**config.mk**
```make
export PLATFORM = sky130hd
export DESIGN_NAME = sci_status_flags
export DESIGN_NICKNAME = d
export VERILOG_FILES = /design/src/rtl/sci_flags_pkg.sv /design/src/rtl/sci_clr_arm.sv /design/src/rtl/sci_rx_flags.sv /design/src/rtl/sci_tx_flags.sv /design/src/rtl/sci_status_flags.sv
export SDC_FILE = /design/constraint.sdc
export NUM_CORES = 1
export LEC_CHECK = 0
export CORE_MARGIN = 2
export CORE_UTILIZATION = 42
export CTS_CLUSTER_SIZE = 10
export DETAILED_ROUTE_END_ITERATION = 8
export GPL_TIMING_DRIVEN = 0
export MAX_ROUTING_LAYER = met4
export PLACE_DENSITY = 0.8
export SLEW_MARGIN = 20
export SYNTH_ARGS = -nofsm -noshare
export SYNTH_HDL_FRONTEND = slang
export SYNTH_SLANG_ARGS = --single-unit
```
**constraint.sdc**
```tcl
create_clock -name clk -period 1.25 [get_ports clk]
set_input_delay 0.375 -clock clk [delete_from_list [all_inputs] [get_ports clk]]
set_output_delay 0.375 -clock clk [all_outputs]
set_load 0.1 [all_outputs]
```
**src/rtl/sci_flags_pkg.sv**
```systemverilog
package sci_flags_pkg;
  // Bit positions of the clearable flags in the status write field.
  localparam int CLR_W    = 3;
  localparam int BIT_FULL = 0;
  localparam int BIT_TDRE = 1;
  localparam int BIT_PER  = 2;
endpackage

```
**src/rtl/sci_clr_arm.sv**
```systemverilog
// Per-flag arming: a status read records which flags were 1; the next
// status write may clear only those, and it consumes the arming.
module sci_clr_arm #(
  parameter int N = 3
) (
  input  logic         clk,
  input  logic         rst_n,
  input  logic         rd,
  input  logic         wr,
  input  logic [N-1:0] wdata,
  input  logic [N-1:0] flags,
  output logic [N-1:0] clr
);
  for (genvar i = 0; i < N; i++) begin : g_arm
    logic armed_q, armed_d;

    always_comb begin
      armed_d = armed_q;
      if (wr) armed_d = 1'b0;
      if (rd) armed_d = flags[i];
    end

    always_ff @(posedge clk or negedge rst_n) begin
      if (!rst_n) armed_q <= 1'b0;
      else        armed_q <= armed_d;
    end

    assign clr[i] = wr & armed_q & ~wdata[i];
  end
endmodule

```
**src/rtl/sci_rx_flags.sv**
```systemverilog
module sci_rx_flags #(
  parameter int DATA_W = 8
) (
  input  logic              clk,
  input  logic              rst_n,
  input  logic              rx_en,
  input  logic              par_en,
  input  logic              par_odd,
  input  logic              mp_mode,
  input  logic              frame_done,
  input  logic [DATA_W-1:0] data,
  input  logic              par_bit,
  input  logic              mp_bit,
  input  logic              clr_full,
  input  logic              clr_per,
  output logic [DATA_W-1:0] rdr,
  output logic              full,
  output logic              per,
  output logic              mpb
);
  logic              full_q, full_d;
  logic              per_q, per_d;
  logic              mpb_q, mpb_d;
  logic [DATA_W-1:0] rdr_q;
  logic              accept, bad;

  assign accept = frame_done & rx_en & ~per_q;
  assign bad    = par_en & ((^{data, par_bit}) != par_odd);

  always_comb begin
    per_d  = per_q;
    full_d = full_q;
    mpb_d  = mpb_q;
    if (clr_per)         per_d  = 1'b0;
    if (clr_full)        full_d = 1'b0;
    if (accept && bad)   per_d  = 1'b1;
    if (accept && !bad)  full_d = 1'b1;
    if (accept && mp_mode) mpb_d = mp_bit;
  end

  always_ff @(posedge clk or negedge rst_n) begin
    if (!rst_n) begin
      per_q  <= 1'b0;
      full_q <= 1'b0;
      mpb_q  <= 1'b0;
    end else begin
      per_q  <= per_d;
      full_q <= full_d;
      mpb_q  <= mpb_d;
    end
  end

  always_ff @(posedge clk or negedge rst_n) begin
    if (!rst_n)      rdr_q <= '0;
    else if (accept) rdr_q <= data;
  end

  assign rdr  = rdr_q;
  assign full = full_q;
  assign per  = per_q;
  assign mpb  = mpb_q;

  AST_PER_NO_FULL: assert property (@(posedge clk) disable iff (!rst_n)
    $rose(per_q) |-> !$rose(full_q));
  AST_HALT_HOLDS_RDR: assert property (@(posedge clk) disable iff (!rst_n)
    (frame_done && per_q) |=> $stable(rdr_q));
  AST_RXOFF_MPB_HOLD: assert property (@(posedge clk) disable iff (!rst_n)
    !rx_en |=> $stable(mpb_q));
  AST_FULL_SET_WINS: assert property (@(posedge clk) disable iff (!rst_n)
    (frame_done && rx_en && !per_q && !bad && clr_full) |=> full_q);
endmodule

```
**src/rtl/sci_tx_flags.sv**
```systemverilog
module sci_tx_flags (
  input  logic clk,
  input  logic rst_n,
  input  logic tx_en,
  input  logic tx_load,
  input  logic tx_last_bit,
  input  logic dma_wr,
  input  logic clr_tdre,
  output logic tdre,
  output logic tend
);
  logic tdre_q, tdre_d;
  logic tend_q, tend_d;
  logic tdr_clr;

  assign tdr_clr = clr_tdre | dma_wr;

  always_comb begin
    tdre_d = tdre_q;
    tend_d = tend_q;
    if (tdr_clr) begin
      tdre_d = 1'b0;
      tend_d = 1'b0;
    end
    if (tx_load) tdre_d = 1'b1;
    if (!tx_en || (tx_last_bit && tdre_q)) tend_d = 1'b1;
  end

  always_ff @(posedge clk or negedge rst_n) begin
    if (!rst_n) begin
      tdre_q <= 1'b1;
      tend_q <= 1'b1;
    end else begin
      tdre_q <= tdre_d;
      tend_q <= tend_d;
    end
  end

  assign tdre = tdre_q;
  assign tend = tend_q;

  AST_TEND_TXOFF: assert property (@(posedge clk) disable iff (!rst_n)
    !tx_en |=> tend_q);
  AST_TEND_FALL_CAUSE: assert property (@(posedge clk) disable iff (!rst_n)
    $fell(tend_q) |-> $past(dma_wr || clr_tdre));
  AST_TDRE_SET_WINS: assert property (@(posedge clk) disable iff (!rst_n)
    tx_load |=> tdre_q);
endmodule

```
**src/rtl/sci_status_flags.sv**
```systemverilog
module sci_status_flags
  import sci_flags_pkg::*;
#(
  parameter int DATA_W = 8
) (
  input  logic              clk,
  input  logic              rst_n,
  input  logic              rx_en,
  input  logic              tx_en,
  input  logic              par_en,
  input  logic              par_odd,
  input  logic              mp_mode,
  input  logic              rx_frame_done,
  input  logic [DATA_W-1:0] rx_data,
  input  logic              rx_par_bit,
  input  logic              rx_mp_bit,
  input  logic              tx_load,
  input  logic              tx_last_bit,
  input  logic              dma_tdr_wr,
  input  logic              stat_rd,
  input  logic              stat_wr,
  input  logic [2:0]        stat_wdata,
  output logic [DATA_W-1:0] rdr_data,
  output logic              rdr_full,
  output logic              tdr_empty,
  output logic              par_err,
  output logic              tx_end,
  output logic              mp_flag,
  output logic              rx_halt
);
  // Reset: asserted asynchronously, released on the second clock edge.
  logic rst_meta_q, rst_sync_n;
  always_ff @(posedge clk or negedge rst_n) begin
    if (!rst_n) begin
      rst_meta_q <= 1'b0;
      rst_sync_n <= 1'b0;
    end else begin
      rst_meta_q <= 1'b1;
      rst_sync_n <= rst_meta_q;
    end
  end

  logic [CLR_W-1:0] flag_vec, clr_vec;
  logic             full_w, tdre_w, per_w;

  always_comb begin
    flag_vec           = '0;
    flag_vec[BIT_FULL] = full_w;
    flag_vec[BIT_TDRE] = tdre_w;
    flag_vec[BIT_PER]  = per_w;
  end

  sci_clr_arm #(.N(CLR_W)) u_arm (
    .clk   (clk),
    .rst_n (rst_sync_n),
    .rd    (stat_rd),
    .wr    (stat_wr),
    .wdata (stat_wdata),
    .flags (flag_vec),
    .clr   (clr_vec)
  );

  sci_rx_flags #(.DATA_W(DATA_W)) u_rx (
    .clk        (clk),
    .rst_n      (rst_sync_n),
    .rx_en      (rx_en),
    .par_en     (par_en),
    .par_odd    (par_odd),
    .mp_mode    (mp_mode),
    .frame_done (rx_frame_done),
    .data       (rx_data),
    .par_bit    (rx_par_bit),
    .mp_bit     (rx_mp_bit),
    .clr_full   (clr_vec[BIT_FULL]),
    .clr_per    (clr_vec[BIT_PER]),
    .rdr        (rdr_data),
    .full       (full_w),
    .per        (per_w),
    .mpb        (mp_flag)
  );

  sci_tx_flags u_tx (
    .clk         (clk),
    .rst_n       (rst_sync_n),
    .tx_en       (tx_en),
    .tx_load     (tx_load),
    .tx_last_bit (tx_last_bit),
    .dma_wr      (dma_tdr_wr),
    .clr_tdre    (clr_vec[BIT_TDRE]),
    .tdre        (tdre_w),
    .tend        (tx_end)
  );

  assign rdr_full  = full_w;
  assign tdr_empty = tdre_w;
  assign par_err   = per_w;
  assign rx_halt   = per_w;

  AST_PER_CLR_QUAL: assert property (@(posedge clk) disable iff (!rst_sync_n)
    $fell(par_err) |-> $past(stat_wr && !stat_wdata[BIT_PER]));
  AST_FULL_CLR_QUAL: assert property (@(posedge clk) disable iff (!rst_sync_n)
    $fell(rdr_full) |-> $past(stat_wr && !stat_wdata[BIT_FULL]));
endmodule

```
==> Word-level counts from Yosys, hierarchy flattened <==
Index checks and enable logic that the tools add are counted.
{ "classes": {"add_sub_neg": 0, "mul": 0, "n_div": 0, "magnitude_cmp": 0, "eq_ne": 1, "shifts": 0, "mux": 11, "n_bitwise": 14, "n_reduce_logical": 13} }
{ "op_table": {"columns": ["operator", "n"], "rows": [
  ["two-way mux 1 bit", 11],
  ["nonzero test 2 bit", 5],
  ["AND 1 bit", 9],
  ["XOR reduction 9 bit", 1],
  ["logical AND 1 bit", 4],
  ["NOT 1 bit", 4],
  ["logical NOT 1 bit", 2],
  ["logical OR 1 bit", 1],
  ["!= test 1 bit", 1],
  ["bitwise OR 1 bit", 1]
]} }
{ "totals": {"reg_bits": 18, "latchBits": 0, "ram_bits": 0, "rom_bits": 0, "output_inout_bits": 14, "word_cells": 50, "memories": 0} }

==> Longest topological paths before layout <==
{ "depth": {"depth_word": 6, "ltp_mapped": 5} }

==> Cells and area by module <==
From an unflattened synthesis, not the netlist that was laid out.
{ "hier_totals": {"cells_unflattened": 85, "area_unflattened_um2": 820.8} }
{ "by_module_without_submodules": {"columns": ["module", "instances", "cells_each", "area_each_um2"], "rows": [
  ["sci_rx_flags", 1, 57, 534.3],
  ["sci_clr_arm", 1, 18, 146.4],
  ["sci_tx_flags", 1, 6, 78.8],
  ["sci_status_flags", 1, 4, 61.3]
]} }

==> Least setup slack after synthesis <==
Ideal clock, no wire load.
{ "synth_path": {"kind": "reg-to-reg", "start": "register u_rx.per_q, in the netlist u_rx.per", "end": "register u_rx.full_q, in the netlist u_rx.full", "setup_time_ns": 0.071, "arrival_time_ns": 1.820, "required_ns": 1.179, "path_slack_ns": -0.641, "path_stages_with_launch": 5, "n_path_buf": 1, "period_less_slack_ns": 1.891, "cell_sequence": "dfrtp_1 -> or2_2 -> clkbuf_1 -> or3_1 -> nand3_1"} }
{ "synth_between": {"elab_chain_len": 4, "elab_cells_between_ends": 5} }
{ "synth_lines": {"columns": ["item", "line", "text"], "rows": [
  ["from (decl)", "sci_rx_flags.sv:22", "logic per_q, per_d;"],
  ["from (signal assigned)", "sci_rx_flags.sv:47", "per_q <= per_d;"],
  ["NOT 1 bit *", "sci_rx_flags.sv:27", "assign accept = frame_done & rx_en & ~per_q;"],
  ["AND 1 bit *", "sci_rx_flags.sv:27", null],
  ["logical AND 1 bit *", "sci_rx_flags.sv:37", "if (accept && !bad) full_d = 1'b1;"],
  ["two-way mux 1 bit / nonzero test 2 bit (equally long branches)", null, null],
  ["to (signal assigned)", "sci_rx_flags.sv:48", "full_q <= full_d;"],
  ["to (decl)", "sci_rx_flags.sv:21", "logic full_q, full_d;"]
]} }
Mark *: on every way between the ends. The rest lies on a longest branch, timed or not.
A chain may end at the register's enable or synchronous reset.

==> Final worst setup path <==
{ "layout_path": {"start": "register u_rx.per_q, in the netlist u_rx.per", "end": "output rx_halt"} }
{ "layout_lines": {"columns": ["item", "line", "text"], "rows": [
  ["to (decl)", "sci_status_flags.sv:29", "output logic rx_halt"]
]} }
No word-level cell between the ends.

==> impl_metrics.csv <==
group,metric,value,unit
outcome,outcome,"finished, violations left",
outcome,violations,"negative setup slack",
cts,clkSinkCount,18,
sta,max_freq,685,MHz
drt,via_count,773,
synth,synth_fp_nets,109,
synth,ys_seq_elements,18,
sta,min_period,1460,ps
cells_and_area,nets,158,
sta,rsz0062_at_grt,"true",
worst_setup_path,path_cells,"buf_6 -> buf_12",
cts,clk_latency,290,ps
sta,fin_skew,10.1,ps
sta,drv_slew,0,
worst_setup_path,endpoint_kind,"output pin",
sta,setup_viol,22,
floorplan,io_pins,40,
cells_and_area,drive_gt1_share,41.2,%
worst_setup_path,critical_path_class,"register to output pin",
cells_and_area,syn_to_final_growth,84.7,%
worst_setup_path,startpoint_type,"register",
cts,cts_buffer_depth,2,
global_route,grt_pass1_wl,3290,um
flow_run,max_cap_viol_count,0,
drt,drt-wirelength-per-cell,15.4,um
worst_setup_path,cp_slowest_stage_delay,510,ps
synth,synth.yosys.seq_area_share,56.0,%
cells_and_area,stdcell_area,0.00149,mm^2
drt,wirelength,2400,um
floorplan,die_h,47.9,um
placed_design,io_buffers,39,
placed_design,placed_area,0.00126,mm^2
global_route,grt_antenna_before_repair,0,
power_and_ir_drop,power_density,2730,mW/mm^2
drt,via_per_inst,4.96,
drt,drt_pass1_iterations,4,
worst_setup_path,crit_required,880,ps
drt,final_antenna_net_count,0,
cts,clk_pin_slew,110,ps
power_and_ir_drop,p_leak,0.730,nW
cts,cts_tree,"done",
sta,min_period_over_period,117,%
floorplan,start_util,45.8,%
power_and_ir_drop,vdd.ir_drop.worst,1870,uV
floorplan,rows,15,
sta,worst_slew_pin_slew,650,ps
power_and_ir_drop,power,4.08,mW
floorplan,dieArea,0.00229,mm^2
cts,cts_max_level,1,
cells_and_area,num-fill-cells,105,
global_route,grt_max_degree,17,
worst_setup_path,slowest_stage,"dfrtp_4",
synth,yosys_warnings,0,
global_route,overflow,0,
hold_path,hp-class,"primary input to asynchronous set/reset pin",
global_route,grt_pass1_vias,717,
synth,avgSynthCellArea,9.74,um^2
drt,drt_iter0_drc,22,
sta,hold_viol,0,
worst_setup_path,reg2reg_slack,-160,ps
floorplan,die_w,47.9,um
cts,cts_hold_buf,0,
worst_setup_path,crit_fanout,4,
drt,drc,0,
synth,synth_cell_types,23,
synth,syn_inst,83,
sta,maxSlewHeadroom,56.6,%
cts,numCtsBuffers,3,
synth,netlist_area,808,um^2
worst_setup_path,arrival,1080,ps
floorplan,core,0.00176,mm^2
global_route,grt.total_usage,22.6,%
sta,setup_slack,-210,ps
placed_design,finalWeightedCongestion,0.688,
placed_design,place_hpwl,1490,um
cts,root_buffer,"clkbuf_4",
cells_and_area,antenna_cells,0,
-- kinds of logic (layout without fill, tap and decap cells) --
logic type / Yosys count / in the layout / share of synthesized area [%]
muxes: 1 / 1 / 1.39
and+or+nand+nor: 42 / 42 / 22.0
other: 1 / 1 / 0.464
buffers and inverters: 5 / 53 / 2.79
xor gates and xnor gates: 8 / 8 / 11.3
AOI/OAI and AO/OA: 8 / 8 / 6.04
DFF: 18 / 18 / 56.0
-- layer usage --
metal	track usage, %	up-vias	routed length, um
met5	-	-	0
met4	11.4	0	63
met3	2.64	8	114
met2	40.5	40	1400
met1	24.0	368	824
li1	-	357	-
-- area by class of cell --
class                           instances  area (um^2)  share of cell area [%]
Timing Repair Buffer                   45          546                    36.5
Sequential cell                        18          469                    31.4
Tap cell                               25         31.3                    2.10
Inverter                                2         7.51                   0.503
Clock buffer                            4         26.3                    1.76
Multi-Input combinational cell         60          397                    26.6
Buffer                                  2         16.3                    1.09
-- state kept, by name, indices dropped and copies added (netlist names) --
signal and cells:
u_tx.tdre 1, u_rx.per 1, rst_meta_q 1, rst_sync_n 1, u_rx.full 1, u_rx.mpb 1
u_tx.tend 1, u_arm.g_arm.armed_q 3, u_rx.rdr 8
-- synth_stat cells --
cell type / instances / area (um^2)
nand3b_1: 1 / 7.51
a31oi_1: 1 / 6.26
xnor2_2: 1 / 16.3
mux2_2: 1 / 11.3
or3_1: 1 / 6.26
xnor2_1: 5 / 43.8
o21ai_0: 4 / 20.0
xor2_1: 1 / 8.76
nand3_1: 3 / 15.0
nor2_1: 1 / 3.75
inv_1: 2 / 7.51
dfstp_2: 2 / 52.6
or2_2: 1 / 6.26
o31ai_1: 1 / 7.51
xnor3_1: 1 / 22.5
clkbuf_1: 2 / 7.51
dfrtp_1: 16 / 400
conb_1: 1 / 3.75
a22oi_1: 1 / 7.51
nand2b_1: 3 / 18.8
nand2_1: 32 / 120
a21o_1: 1 / 7.51
buf_4: 1 / 7.51
-- power by group --
| part | total (mW) | internal (mW) | switching [mW] |
|---|---|---|---|
| clock network | 0.297 | 0.124 | 0.173 |
| registers | 1.04 | 0.825 | 0.215 |
| logic | 2.74 | 0.967 | 1.77 |
-- worst max-delay path, delay by kind of cell, from the launching register on --
family	cells	cell delay, ps
buffers and inverters	2	280
DFF	1	510
-- cells in the final DEF (no fill, tap or decap), types with 2 or more instances in the layout --
master,instances
nand2_1,32
clkdlybuf4s50_1,15
buf_12,11
dfrtp_2,10
xnor2_2,6
buf_6,5
buf_4,5
dfrtp_1,5
o21ai_0,4
dlymetal6s2s_1,4
buf_2,3
nand2b_1,3
clkbuf_4,3
inv_1,2
nand3_1,2
dlygate4sd2_1,2
dfstp_2,2
-- repair_timing --
action | in CTS | in global routing
pin swaps | 6 | 9
setup buffers | 3 | 3
resized for setup | 130 | 24
setup endpoints to repair | 24 | 24
hold endpoints to repair | 0 | 0
-- final timing paths --
| check | startpoint | end | depth (start not counted) |
|---|---|---|---|
| max in group asynchronous | rst_sync_n | u_rx.per | 0 |
| max reg2reg | u_rx.per | u_rx.full | 4 |
| min reg2reg | rst_sync_n | u_rx.per | 0 |
| max | u_rx.per | rx_halt | 2 |
| min in group clk | rx_data[7] | u_rx.rdr[7] | 3 |
| min | rst_n | rst_sync_n | 1 |
-- stage by stage --
stage,setup WS [ps],TNS [ps],hold slack [ps],utilization [%],std cells
after global placement,-792,-13540,279,71.3,147
final,-210,-1850,241,84.6,156
after global routing,-235,-2400,233,84.6,156
after detailed placement,-799,-14200,280,71.3,147
after floorplan,-246,-551,79.4,-,83
after CTS,-209,-1400,238,78.9,153
(Power assumes the default switching activity.)
